File: src/rtl/modrst_pkg.sv
package modrst_pkg;

    // number of status sources per channel
    localparam int unsigned N_SRC = 3;

    // source position inside one channel group
    typedef enum logic [1:0] {
        SRC_RX_LOS    = 2'd0,
        SRC_TX_FAULT  = 2'd1,
        SRC_MON_ALARM = 2'd2
    } src_e;

    // per-channel status group, bit 0 = receive loss
    typedef struct packed {
        logic mon_alarm;
        logic tx_fault;
        logic rx_los;
    } chan_stat_t;

    // sequencer states
    typedef enum logic [1:0] {
        SEQ_INIT  = 2'd0,
        SEQ_HOLD  = 2'd1,
        SEQ_READY = 2'd2
    } seq_state_e;

    // flat flag index of a channel source
    function automatic int unsigned flag_idx(int unsigned ch, src_e s);
        return ch * N_SRC + int'(s);
    endfunction

    // counter width able to hold the value n
    function automatic int unsigned cnt_w(int unsigned n);
        return (n < 2) ? 1 : $clog2(n + 1);
    endfunction

endpackage

File: src/rtl/modrst_sync.sv
module modrst_sync #(
    parameter int unsigned STAGES  = 2,
    parameter logic        RST_VAL = 1'b1
) (
    input  logic clk,
    input  logic rst,
    input  logic d,
    output logic q
);
    logic [STAGES-1:0] chain;

    always_ff @(posedge clk) begin
        if (rst) begin
            chain <= {STAGES{RST_VAL}};
        end else begin
            chain[0] <= d;
            for (int i = 1; i < STAGES; i++) begin
                chain[i] <= chain[i-1];
            end
        end
    end

    assign q = chain[STAGES-1];

endmodule

File: src/rtl/modrst_pulse_qual.sv
module modrst_pulse_qual
    import modrst_pkg::*;
#(
    parameter int unsigned MIN_LOW = 5
) (
    input  logic clk,
    input  logic rst,
    input  logic pin_s,
    output logic hold
);
    localparam int unsigned CW = cnt_w(MIN_LOW);

    logic [CW-1:0] low_cnt;

    always_ff @(posedge clk) begin
        if (rst) begin
            low_cnt <= '0;
            hold    <= 1'b0;
        end else if (pin_s) begin
            low_cnt <= '0;
            hold    <= 1'b0;
        end else if (low_cnt == CW'(MIN_LOW)) begin
            hold    <= 1'b1;
        end else begin
            low_cnt <= low_cnt + 1'b1;
        end
    end


    hold_needs_low_chk: assert property (@(posedge clk) disable iff (rst)
        $rose(hold) |-> !$past(pin_s));


    hold_drops_on_high_chk: assert property (@(posedge clk) disable iff (rst)
        pin_s |=> !hold);

endmodule

File: src/rtl/modrst_init_timer.sv
module modrst_init_timer
    import modrst_pkg::*;
#(
    parameter int unsigned INIT_CYC = 20
) (
    input  logic clk,
    input  logic rst,
    input  logic hold,
    output logic dnr,
    output logic done
);
    localparam int unsigned CW = cnt_w(INIT_CYC);

    seq_state_e    st;
    logic [CW-1:0] cnt;
    logic          last;

    assign last = (cnt == CW'(INIT_CYC - 1));

    always_ff @(posedge clk) begin
        if (rst) begin
            st  <= SEQ_INIT;
            cnt <= '0;
        end else if (hold) begin
            st  <= SEQ_HOLD;
            cnt <= '0;
        end else begin
            unique case (st)
                SEQ_HOLD: begin
                    st  <= SEQ_INIT;
                    cnt <= '0;
                end
                SEQ_INIT: begin
                    if (last) st <= SEQ_READY;
                    else      cnt <= cnt + 1'b1;
                end
                default: st <= SEQ_READY;
            endcase
        end
    end

    assign dnr  = (st != SEQ_READY);
    assign done = (st == SEQ_INIT) && last && !hold;


    init_cnt_bound_chk: assert property (@(posedge clk) disable iff (rst)
        cnt <= CW'(INIT_CYC - 1));


    hold_keeps_dnr_chk: assert property (@(posedge clk) disable iff (rst)
        hold |=> dnr);

endmodule

File: src/rtl/modrst_irq_ctrl.sv
module modrst_irq_ctrl
    import modrst_pkg::*;
#(
    parameter int unsigned             N_CH     = 4,
    parameter logic [N_CH*N_SRC-1:0]   MASK_DEF = '0
) (
    input  logic                   clk,
    input  logic                   rst,
    input  logic                   soft_rst,
    input  logic                   dnr,
    input  logic                   done,
    input  logic [N_CH*N_SRC-1:0]  stat_src,
    input  logic                   rd_clr,
    input  logic                   mask_we,
    input  logic [N_CH*N_SRC-1:0]  mask_wd,
    output logic [N_CH*N_SRC-1:0]  flags,
    output logic                   cpl,
    output logic                   irq_lo
);
    localparam int unsigned NF = N_CH * N_SRC;

    chan_stat_t        flag_c [N_CH];
    chan_stat_t        mask_c [N_CH];
    logic [NF-1:0]     mask_flat;
    logic [N_CH-1:0]   pend;

    for (genvar g = 0; g < N_CH; g++) begin : g_chan
        chan_stat_t src_g;
        chan_stat_t keep_g;

        assign src_g  = dnr    ? chan_stat_t'('0) : chan_stat_t'(stat_src[g*N_SRC +: N_SRC]);
        assign keep_g = rd_clr ? chan_stat_t'('0) : flag_c[g];

        always_ff @(posedge clk) begin
            if (rst || soft_rst) begin
                flag_c[g] <= '0;
                mask_c[g] <= chan_stat_t'(MASK_DEF[g*N_SRC +: N_SRC]);
            end else begin
                flag_c[g] <= keep_g | src_g;
                if (mask_we) begin
                    mask_c[g] <= chan_stat_t'(mask_wd[g*N_SRC +: N_SRC]);
                end
            end
        end

        assign flags[g*N_SRC +: N_SRC]     = flag_c[g];
        assign mask_flat[g*N_SRC +: N_SRC] = mask_c[g];
        assign pend[g] = |(flag_c[g] & ~mask_c[g]);
    end

    always_ff @(posedge clk) begin
        if (rst || soft_rst) begin
            cpl <= 1'b0;
        end else begin
            cpl <= (cpl && !rd_clr) || done;
        end
    end

    assign irq_lo = cpl || (|pend);


    flags_quiet_chk: assert property (@(posedge clk) disable iff (rst)
        dnr |-> flags == '0);


    mask_default_chk: assert property (@(posedge clk) disable iff (rst)
        $past(soft_rst) |-> mask_flat == MASK_DEF);


    clr_release_chk: assert property (@(posedge clk) disable iff (rst)
        (rd_clr && stat_src == '0 && !done) |=> !irq_lo);

endmodule

File: src/rtl/modrst_irq_seq.sv
module modrst_irq_seq
    import modrst_pkg::*;
#(
    parameter int unsigned           N_CH        = 4,
    parameter int unsigned           SYNC_STAGES = 2,
    parameter int unsigned           RST_MIN_CYC = 1000,
    parameter int unsigned           INIT_CYC    = 50000,
    parameter logic [N_CH*N_SRC-1:0] MASK_DEF    = '0
) (
    input  logic                  clk,
    input  logic                  rst,
    input  logic                  rst_pin_n,
    input  logic [N_CH*N_SRC-1:0] stat_src,
    input  logic                  rd_clr,
    input  logic                  mask_we,
    input  logic [N_CH*N_SRC-1:0] mask_wd,
    output logic                  dnr,
    output logic                  cpl_flag,
    output logic [N_CH*N_SRC-1:0] stat_flags,
    output logic                  irq_drv_lo
);
    logic pin_s;
    logic hold;
    logic done;

    modrst_sync #(
        .STAGES  (SYNC_STAGES),
        .RST_VAL (1'b1)
    ) u_sync (
        .clk (clk),
        .rst (rst),
        .d   (rst_pin_n),
        .q   (pin_s)
    );

    modrst_pulse_qual #(
        .MIN_LOW (RST_MIN_CYC)
    ) u_qual (
        .clk   (clk),
        .rst   (rst),
        .pin_s (pin_s),
        .hold  (hold)
    );

    modrst_init_timer #(
        .INIT_CYC (INIT_CYC)
    ) u_timer (
        .clk  (clk),
        .rst  (rst),
        .hold (hold),
        .dnr  (dnr),
        .done (done)
    );

    modrst_irq_ctrl #(
        .N_CH     (N_CH),
        .MASK_DEF (MASK_DEF)
    ) u_ctrl (
        .clk      (clk),
        .rst      (rst),
        .soft_rst (hold),
        .dnr      (dnr),
        .done     (done),
        .stat_src (stat_src),
        .rd_clr   (rd_clr),
        .mask_we  (mask_we),
        .mask_wd  (mask_wd),
        .flags    (stat_flags),
        .cpl      (cpl_flag),
        .irq_lo   (irq_drv_lo)
    );


    dnr_fall_posts_cpl_chk: assert property (@(posedge clk) disable iff (rst)
        $fell(dnr) |-> (cpl_flag && irq_drv_lo));


    cpl_only_when_ready_chk: assert property (@(posedge clk) disable iff (rst)
        cpl_flag |-> !dnr);

endmodule

File: config.mk
export PLATFORM = sky130hd
export DESIGN_NAME = modrst_irq_seq
export DESIGN_NICKNAME = d
export VERILOG_FILES = /design/src/rtl/modrst_pkg.sv /design/src/rtl/modrst_sync.sv /design/src/rtl/modrst_pulse_qual.sv /design/src/rtl/modrst_init_timer.sv /design/src/rtl/modrst_irq_ctrl.sv /design/src/rtl/modrst_irq_seq.sv
export SDC_FILE = /design/constraint.sdc
export NUM_CORES = 1
export LEC_CHECK = 0
export BUFFER_PORTS_ARGS = -buffer_cell sky130_fd_sc_hd__buf_2
export CAP_MARGIN = 20
export CORE_ASPECT_RATIO = 1.5
export CORE_UTILIZATION = 60
export CTS_CLUSTER_SIZE = 16
export DETAILED_ROUTE_END_ITERATION = 8
export GPL_ROUTABILITY_DRIVEN = 0
export PLACE_DENSITY = 0.84
export SYNTH_ARGS = -nofsm -noshare
export SYNTH_HDL_FRONTEND = slang
export SYNTH_HIERARCHICAL = 1
export SYNTH_SLANG_ARGS = --single-unit
File: constraint.sdc
create_clock -name clk -period 3.35 [get_ports clk]
set_input_delay 0.1675 -clock clk [delete_from_list [all_inputs] [get_ports clk]]
set_output_delay 0.1675 -clock clk [all_outputs]
set_load 0.01 [all_outputs]
==> results of run 1 <==
[area by class of cell]
type                       instances  area share (%)
multi-input combinational        189            41.8
timing repair buffer              43            7.46
sequential                        56            43.0
clock buffer                       5            2.38
inverter                          20            2.60
clock inverter                     3           0.780
tap                               46            1.99
[worst max-delay path: stages (launching register included)]
cell,delay (ns)
dfxtp_1,0.40
ha_1,0.25
and3_1,0.35
nand3_4,0.12
or4_1,0.41
a31oi_1,0.18
[cell families (layout without fill, tap and decap cells)]
group	count (synthesis)	count (layout)
buf+inv	36	71
simple gates	110	110
fa+ha+maj	3	3
xor+xnor	2	2
compound gates	72	72
flops	56	56
mux	2	2
[layer usage]
metal,routed length [µm],GRT usage (%),share of wire (%)
met5,0,0,0
met4,155,11.8,2.8
met3,313,4.98,5.7
met2,2810,42.5,51
met1,2230,26.6,40
[power by group through the flow]
stage | clock [mW] | sequential, mW | combinational, mW
4_1_cts | 0.389 | 0.711 | 0.0513
6_report | 0.375 | 0.711 | 0.0513
2_1_floorplan | 0 | 0.724 | 0.0289
3_5_place_dp | 0 | 0.726 | 0.0508
3_3_place_gp | 0 | 0.725 | 0.0486
5_1_grt | 0.414 | 0.714 | 0.0562
[worst paths after layout]
path / endpoint / slack, ns
max reg2reg: u_timer/cnt[14]$_SDFFE_PP0P_ / 1.57
max: u_timer/cnt[14]$_SDFFE_PP0P_ / 1.57
min: u_sync/chain[0]$_SDFF_PP1_ / 0.03
min reg2reg: u_sync/chain[1]$_SDFF_PP1_ / 0.42
[state kept, by name (all words and copies together), names as in the netlist]
name            count
u_ctrl/cpl          1
u_qual/low_cnt     10
u_ctrl/flag_c      12
u_timer/st          2
u_ctrl/mask_c      12
u_qual/hold         1
u_sync/chain        2
u_timer/cnt        16
[layout by cell type (no fill, tap or decap), drive strengths merged, types with 6 or more instances in the layout]
cell	Yosys	final
and3	14	14
nor2	30	30
edfxtp	12	12
buf	12	43
nand3	10	10
a22oi	12	12
a21oi	18	18
or2	6	6
or4	6	6
nand2	9	9
inv	20	21
and4	6	6
o21ai	10	10
dfxtp	44	44
nand4	11	11
a31oi	8	8
[per-stage QoR]
step                      worst slack, ns  utilization (%)  cells  hold WS [ns]  power, mW
after floorplan                      1.80                -    281         0.239      0.753
after global placement               1.69             65.8    354         0.349      0.774
after detailed placement             1.59             65.8    354         0.355      0.777
after CTS                            1.58             68.0    362        0.0238       1.15
after global routing                 1.44             68.0    362        0.0195       1.18
final                                1.57             68.0    362        0.0314       1.14
==> results.json, run 1 <==
{
  "outcome": "complete, no violations",
  "holdPathStages": 2,
  "finalCritPeriodShare_pct": 53.2,
  "p_int_mw": 0.876,
  "cts.clk_slew.worst_paths_ns": 0.10,
  "regArea_um2": 1240,
  "synth_top_family_by_area": "simple AND/OR/NAND/NOR gates",
  "synthXorXnorAreaFrac_pct": 0.660,
  "crit_start": "u_timer/cnt[1]$_SDFFE_PP0P_",
  "max_cap_violations": 0,
  "vias": 2303,
  "arrival_ns": 2.03,
  "synthArstFlopShare_pct": 0,
  "r2r_cells": 5,
  "cts_tree": "yes",
  "syn_nets": 313,
  "synthSimpleGateAreaFrac_pct": 24.2,
  "hold_viol_final": 0,
  "relSlewSlack_pct": 60.8,
  "cts_buffer_depth": 2,
  "antennaDiodeCount": 0,
  "cts_inserted_buffers": 5,
  "startpoint_type": "flop",
  "port-buffer-count": 43,
  "wire_per_inst_um": 15.2,
  "antenna_found_initial": 0,
  "grt_max_degree": 19,
  "synth_common_cells": "dfxtp_1, nor2_1, inv_1",
  "drtIter0Drc": 102,
  "p_switching_mw": 0.261,
  "post_synth.cell_area_avg_um2": 9.44,
  "routed_wl_um": 5500,
  "rows": 29,
  "synth_top_area_share_pct": 33.2,
  "p_comb_share_pct": 4.5,
  "crit_type": "flop to flop",
  "synth_edf_count": 12,
  "power.share.sequential_pct": 62.5,
  "synth_fa_ha_area_share_pct": 1.42,
  "p_leak_nw": 1.11,
  "cts-hold-fix-buffers": 0,
  "worst_ir_drop_vdd_uv": 381,
  "synth-seq-cells": 56,
  "clkLatencyLatePin_ns": 0.32,
  "yosysMostFrequentCell": "dfxtp_1",
  "yosysTopAreaCell": "dfxtp_1",
  "grt_pass1_vias": 1993,
  "coreArea_um2": 4250,
  "hold_path.startpoint": "rst_pin_n",
  "synthMuxAreaShare_pct": 0.849,
  "setup-tns-final_ns": 0,
  "io_pins": 44,
  "nets": 347,
  "num-fill-cells": 350,
  "p_clk_share_pct": 33.0,
  "rsz0062_at_grt": "no",
  "grt_pass1_wl_um": 8890,
  "syn_inst": 281,
  "htreeDepth": 2,
  "synth.distinct_cells": 59,
  "hold_path_class": "input port to flop",
  "fmax_ghz": 0.561,
  "r2r_start": "u_timer/cnt[1]$_SDFFE_PP0P_",
  "drt_first_pass_iters": 4,
  "globalRouteOverflowTotal": 0,
  "track_usage_pct": 24.0,
  "path_max_fanout": 7,
  "multiInputGateArea_um2": 1210,
  "maxSlewViolCount": 0,
  "start_util_pct": 62.5,
  "hpwlAfterDp_um": 4000,
  "setup_viol": 0,
  "netlist_area_um2": 2650,
  "worstPathRequired_ns": 3.60,
  "die_w_um": 56.3,
  "worst_clock_skew_ns": 0.00664,
  "postCtsResizedCells": 0,
  "drc_errors": 0,
  "die_y_um": 83.4,
  "clock-root-buffer": "clkbuf_8",
  "post_cts_buffers": 0,
  "switching_share_pct": 22.9,
  "dpl_cell_area_um2": 2800,
  "tightest_slew_ns": 0.587,
  "vias_per_cell": 6.36,
  "ant_nets": 0,
  "synth_flop_cell": "dfxtp_1",
  "cts_num_sinks": 56,
  "synth.area.top_cells": "dfxtp_1, edfxtp_1, nor2_1",
  "power_density_nw_per_um2": 394,
  "layout-drive-gt1-share_pct": 19.3,
  "cp-end-kind": "flop",
  "area_growth_pct": 8.82,
  "fin_area_um2": 2890,
  "synth_compound_area_share_pct": 18.3,
  "timing.final.crit_period_ns": 1.78,
  "synth_seq_area_share_pct": 46.8,
  "yosys_warnings": 6,
  "dieArea_um2": 4700
}
No activity file was read; power rests on OpenSTA's default activity.
==> run 2, diff against run 1 <==
- CORE_UTILIZATION: 60 -> 50
- PLACE_DENSITY: 0.84 -> 0.75
- clock period: 3.35 -> 1.63 ns (I/O delays scaled with it)
==> run 2 against run 1 <==
  * The flow now finishes with violations (hold timing)
  * Critical path depth stayed put
  * Total power is 110% higher
  * Hold slack worse by 0.032 ns
  * Cell count is 12% higher
  * Design area is 7.9% higher
  * Setup slack worse by 1.5 ns
  * Die area is 19% higher
  * Register-to-register slack worse by 1.5 ns
  * Fmax is 16% higher
==> results.json, run 2 (synthesized netlist as in run 1, its figures left out) <==
{
  "hold_path.startpoint": "stat_src[9]",
  "die_y_um": 91.2,
  "track_usage_pct": 21.8,
  "fmax_ghz": 0.652,
  "clkLatencyLatePin_ns": 0.31,
  "wire_per_inst_um": 14.0,
  "routed_wl_um": 5670,
  "htreeDepth": 2,
  "die_w_um": 61.5,
  "globalRouteOverflowTotal": 0,
  "layout-drive-gt1-share_pct": 23.2,
  "worst_clock_skew_ns": 0.00791,
  "antenna_found_initial": 0,
  "timing.final.crit_period_ns": 1.53,
  "drtIter0Drc": 92,
  "port-buffer-count": 43,
  "coreArea_um2": 5120,
  "cp-end-kind": "flop",
  "setup-tns-final_ns": 0,
  "r2r_start": "u_timer/cnt[0]$_SDFFE_PP0P_",
  "rows": 32,
  "hold_path_class": "input port to flop",
  "violations": "hold timing",
  "tightest_slew_ns": 0.533,
  "crit_type": "flop to flop",
  "finalCritPeriodShare_pct": 94.1,
  "area_growth_pct": 17.4,
  "timing.hold.ws_ns": -0.000443,
  "arrival_ns": 1.79,
  "final_common_cell": "buf_2",
  "hold_viol_final": 1,
  "vias_per_cell": 5.71,
  "antennaDiodeCount": 0,
  "ant_nets": 0,
  "worstPathRequired_ns": 1.88,
  "grt_pass1_wl_um": 9330,
  "cts_num_sinks": 56,
  "largest_reg_flops": 16,
  "outcome": "finished, violations left",
  "top_regs": "u_timer/cnt x16, u_ctrl/flag_c x12, u_ctrl/mask_c x12",
  "hpwlAfterDp_um": 4120,
  "cts_inserted_buffers": 5,
  "cts_tree": "yes",
  "power_density_nw_per_um2": 763,
  "setup_viol": 0,
  "vias": 2308,
  "maxSlewViolCount": 0,
  "drt_first_pass_iters": 4,
  "drc_errors": 0,
  "relSlewSlack_pct": 64.3,
  "clock-root-buffer": "clkbuf_8",
  "path_max_fanout": 4,
  "nets": 367,
  "largest-register": "u_timer/cnt",
  "grt_pass1_vias": 2081,
  "cts_buffer_depth": 2,
  "grt_max_degree": 20,
  "startpoint_type": "flop",
  "io_pins": 44,
  "worst_ir_drop_vdd_uv": 485,
  "p_leak_nw": 1.21,
  "cts.clk_slew.worst_paths_ns": 0.11,
  "max_cap_violations": 0,
  "crit_start": "u_timer/cnt[0]$_SDFFE_PP0P_",
  "dieArea_um2": 5610,
  "final_cell_mix": "buf_2, dfxtp_1, nor2_1",
  "start_util_pct": 51.8
}
==> run 2: cell count changes in the layout (fill, tap and decap cells not counted), sizes merged <==
cell         delta
buf            +12
clkinv          -1
clkinvlp        +1
dlygate4sd3     +8
==> run 2: per-layer routing <==
layer	up-vias	track usage, %	routed length, µm
met1	1073	25.1	2330
met5	-	0	0
li1	1158	-	-
met4	0	10.0	197
met3	17	3.99	187
met2	60	37.4	2950
==> run 2: area by class of cell <==
cell class / instances / area, µm²
Tap cell: 68 / 85.1
Multi-Input combinational cell: 189 / 1230
Sequential cell: 56 / 1240
Clock buffer: 5 / 68.8
Clock inverter: 3 / 27.5
Timing Repair Buffer: 63 / 385
Inverter: 20 / 75.1
Fill cell: 452 / 2010
==> run 2: final timing paths <==
check,end,cells past startpoint,slack [ns]
worst min register to register,u_sync/chain[1]$_SDFF_PP1_,1,0.41
worst max-delay path,u_timer/cnt[8]$_SDFFE_PP0P_,5,0.1
worst max register to register,u_timer/cnt[8]$_SDFFE_PP0P_,5,0.1
worst min-delay path,u_ctrl/flag_c[1][3]$_SDFF_PP0_,3,-0.0004
==> run 2: critical path, stage by stage (launching register included) <==
cell	delay, ns
dfxtp_1	0.34
ha_1	0.18
buf_4	0.13
nand3_1	0.12
or4_1	0.55
a21oi_2	0.15
==> run 2: report_power, final <==
group          switching, mW  total, mW  internal (mW)
clock                  0.466      0.782          0.316
combinational         0.0683      0.136         0.0682
sequential            0.0121       1.46           1.45
==> run 2: through the flow <==
| step | total power [mW] | utilization (%) | area (µm²) | setup slack [ns] | cells |
|---|---|---|---|---|---|
| floorplan | 1.55 | - | 2650 | 0.0798 | 281 |
| global placement | 1.60 | 56.8 | 2910 | 0.0909 | 388 |
| detailed placement | 1.61 | 56.8 | 2910 | 0.0314 | 388 |
| CTS | 2.40 | 60.3 | 3090 | 0.0875 | 404 |
| global route | 2.48 | 60.8 | 3110 | -0.00886 | 404 |
| finish | 2.38 | 60.8 | 3110 | 0.0966 | 404 |
==> run 2: repair_timing <==
action	CTS	global route
endpoints found under the hold margin	8	0
setup endpoints to repair	1	4
pin swaps	0	1
buffers inserted	0	0
gates resized for setup	1	6
hold buffers	8	0
==> run 3, diff against run 2 <==
- ABC_AREA: default -> 1
- CORE_MARGIN: default -> 2
- CORE_UTILIZATION: 50 -> 51
- PLACE_DENSITY: 0.75 -> 0.76
==> run 3 against run 2 <==
  * Fmax is 1.4% higher
  * Critical endpoint is now u_timer/cnt[6]$_SDFFE_PP0P_
  * Largest cell class is now multi-input gates
  * Flip-flop and latch count unchanged
  * The flow now finishes without violations
  * Design area is 6.4% higher
  * Clock power down 6.3%
==> results.json, run 3 <==
{
  "outcome": "complete, no violations",
  "cts_tree": "yes",
  "yosysMostFrequentCell": "nand2_1",
  "hold_path.startpoint": "stat_src[8]",
  "reg2reg_slack_ns": 0.12,
  "final_cell_mix": "nand2_1, inv_1, nor2_1",
  "worstHoldEndpoint": "u_ctrl/flag_c[1][2]$_SDFF_PP0_",
  "synth_common_cells": "nand2_1, inv_1, nor2_1",
  "start_util_pct": 53.2,
  "drc_errors": 0,
  "arrival_ns": 1.77,
  "globalRouteOverflowTotal": 0,
  "r2r_cells": 9,
  "synthXorXnorAreaFrac_pct": 1.20,
  "r2r_start": "u_timer/cnt[0]$_SDFFE_PP0P_",
  "wire_per_inst_um": 11.9,
  "synthArstFlopShare_pct": 0,
  "post-route-util_pct": 60.4,
  "clock-root-buffer": "clkbuf_8",
  "worstPathRequired_ns": 1.89,
  "synth.area.top_cells": "dfxtp_1, nand2_1, edfxtp_1",
  "power.share.sequential_pct": 62.9,
  "synth-seq-cells": 56,
  "fmax_ghz": 0.661,
  "coreArea_um2": 5490,
  "layout-drive-gt1-share_pct": 18.9,
  "drt_first_pass_iters": 4,
  "vias_per_cell": 4.90,
  "synth_compound_area_share_pct": 8.22,
  "synthSimpleGateAreaFrac_pct": 35.9,
  "timing.final.crit_period_ns": 1.51,
  "rsz0062_at_grt": "no",
  "p_clk_share_pct": 31.5,
  "antenna_found_initial": 0,
  "area_growth_pct": 13.4,
  "ant_nets": 0,
  "power_density_nw_per_um2": 701,
  "setup_viol": 0,
  "synth_fa_ha_area_share_pct": 1.28,
  "finalCritPeriodShare_pct": 92.8,
  "tightest_slew_ns": 0.540,
  "top_regs": "u_timer/cnt x16, u_ctrl/flag_c x12, u_ctrl/mask_c x12",
  "syn_inst": 418,
  "die_w_um": 65.8,
  "crit_type": "flop to flop",
  "clkLatencyLatePin_ns": 0.31,
  "syn_nets": 450,
  "netlist_area_um2": 2920,
  "synth_top_area_share_pct": 30.1,
  "drtIter0Drc": 132,
  "hold_path_class": "input port to flop",
  "nets": 501,
  "setup-tns-final_ns": 0,
  "cts_inserted_buffers": 5,
  "synth_seq_area_share_pct": 42.5,
  "relSlewSlack_pct": 64.0,
  "synth_top_family_by_area": "simple AND/OR/NAND/NOR gates",
  "holdPathStages": 3,
  "rows": 33,
  "synth_flop_cell": "dfxtp_1",
  "final_common_cell": "nand2_1",
  "timing.hold.ws_ns": 0.0222,
  "htreeDepth": 2,
  "grt_pass1_wl_um": 10400,
  "dieArea_um2": 6360,
  "antennaDiodeCount": 0,
  "yosys_warnings": 6,
  "die_y_um": 96.7,
  "worst_ir_drop_vdd_uv": 499,
  "p_comb_share_pct": 5.6,
  "post_synth.cell_area_avg_um2": 6.99,
  "track_usage_pct": 20.5,
  "vias": 2646,
  "p_int_mw": 1.80,
  "p_leak_nw": 1.48,
  "p_switching_mw": 0.523,
  "cts.clk_slew.worst_paths_ns": 0.10,
  "switching_share_pct": 22.5,
  "cp-end-kind": "flop",
  "io_pins": 44,
  "hpwlAfterDp_um": 4940,
  "port-buffer-count": 43,
  "maxSlewViolCount": 0,
  "largest_reg_flops": 16,
  "hold_viol_final": 0,
  "yosysTopAreaCell": "dfxtp_1",
  "largest-register": "u_timer/cnt",
  "cts_buffer_depth": 2,
  "synth_edf_count": 12,
  "synth.distinct_cells": 29,
  "synthMuxAreaShare_pct": 0,
  "grt_pass1_vias": 2468,
  "reg2reg_to": "u_timer/cnt[6]$_SDFFE_PP0P_",
  "path_max_fanout": 6,
  "startpoint_type": "flop",
  "max_cap_violations": 0,
  "post_cts_buffers": 0,
  "worst_clock_skew_ns": 0.0125,
  "grt_max_degree": 18,
  "cts_num_sinks": 56,
  "routed_wl_um": 6430
}
==> run 3: cell count changes after synthesis, moves of 5 or more <==
cell,delta
a22oi_1,-12
and4_1,-5
nand3_1,+16
a31oi_1,-8
and3_1,-14
nor2_1,+21
nor2_2,+11
a21oi_2,+9
or4_1,-6
inv_1,+52
nand2_1,+116
==> run 3: metrics by stage <==
stage | area (µm²) | setup WS (ns) | instances | power [mW]
2_1_floorplan | 2920 | 0.294 | 418 | 1.57
3_5_place_dp | 3220 | 0.0942 | 531 | 1.62
5_1_grt | 3310 | 0.0247 | 540 | 2.43
3_3_place_gp | 3220 | 0.204 | 531 | 1.62
4_1_cts | 3310 | 0.0861 | 540 | 2.35
6_report | 3310 | 0.118 | 540 | 2.32
==> run 3: how the worst max path moves through the flow <==
| stage | startpoint | end | slack [ns] | depth (start not counted) |
|---|---|---|---|---|
| 6_report | u_timer/cnt[0]$_SDFFE_PP0P_ | u_timer/cnt[6]$_SDFFE_PP0P_ | 0.12 | 9 |
| 5_1_grt | u_timer/cnt[1]$_SDFFE_PP0P_ | u_timer/cnt[15]$_SDFFE_PP0P_ | 0.02 | 7 |
| 4_1_cts | u_timer/cnt[0]$_SDFFE_PP0P_ | u_timer/cnt[12]$_SDFFE_PP0P_ | 0.09 | 6 |
| 3_5_place_dp | u_timer/cnt[0]$_SDFFE_PP0P_ | u_timer/cnt[12]$_SDFFE_PP0P_ | 0.09 | 6 |
| 3_3_place_gp | u_timer/cnt[0]$_SDFFE_PP0P_ | u_timer/cnt[6]$_SDFFE_PP0P_ | 0.20 | 9 |
| 2_1_floorplan | u_timer/cnt[0]$_SDFFE_PP0P_ | u_timer/cnt[6]$_SDFFE_PP0P_ | 0.29 | 9 |
==> run 3: power groups by stage <==
| stage | sequential (mW) | clock, mW | combinational, mW |
|---|---|---|---|
| global route | 1.47 | 0.816 | 0.145 |
| finish | 1.46 | 0.733 | 0.130 |
| detailed placement | 1.49 | 0 | 0.127 |
| global placement | 1.49 | 0 | 0.126 |
| floorplan | 1.49 | 0 | 0.0746 |
| CTS | 1.46 | 0.758 | 0.129 |
==> run 3: cell families after synthesis <==
group                      Yosys count
xor gates and xnor gates             4
AOI/OAI and AO/OA                   40
buffers and inverters               79
and+or+nand+nor                    236
DFF                                 56
adders and majority gates            3
==> run 3: final cells by class <==
class	instances	area [µm²]
Inverter	75	282
Sequential cell	56	1240
Clock buffer	6	72.6
Fill cell	531	2180
Tap cell	70	87.6
Clock inverter	2	12.5
Timing Repair Buffer	48	255
Multi-Input combinational cell	283	1360
==> run 3: per-layer routing <==
layer | vias up | share of wire (%) | GRT usage [%]
met5 | - | 0 | 0
met4 | 0 | 2.0 | 7.85
met3 | 10 | 4.7 | 3.49
met2 | 79 | 51 | 36.8
met1 | 1167 | 42 | 23.3
li1 | 1390 | - | -
==> run 3: repair_timing <==
action                                 CTS  global route
resized for setup                        0             2
hold buffers                             1             0
setup endpoints to repair                0            12
endpoints found under the hold margin    1             0
==> run 3: worst max-delay path: stages (launching register included) <==
cell	delay (ns)
dfxtp_1	0.40
ha_2	0.26
nand3_2	0.14
nor2_2	0.19
nand3_2	0.14
nand2_4	0.12
nand2_4	0.07
nand2_1	0.06
nand2_1	0.05
inv_1	0.04
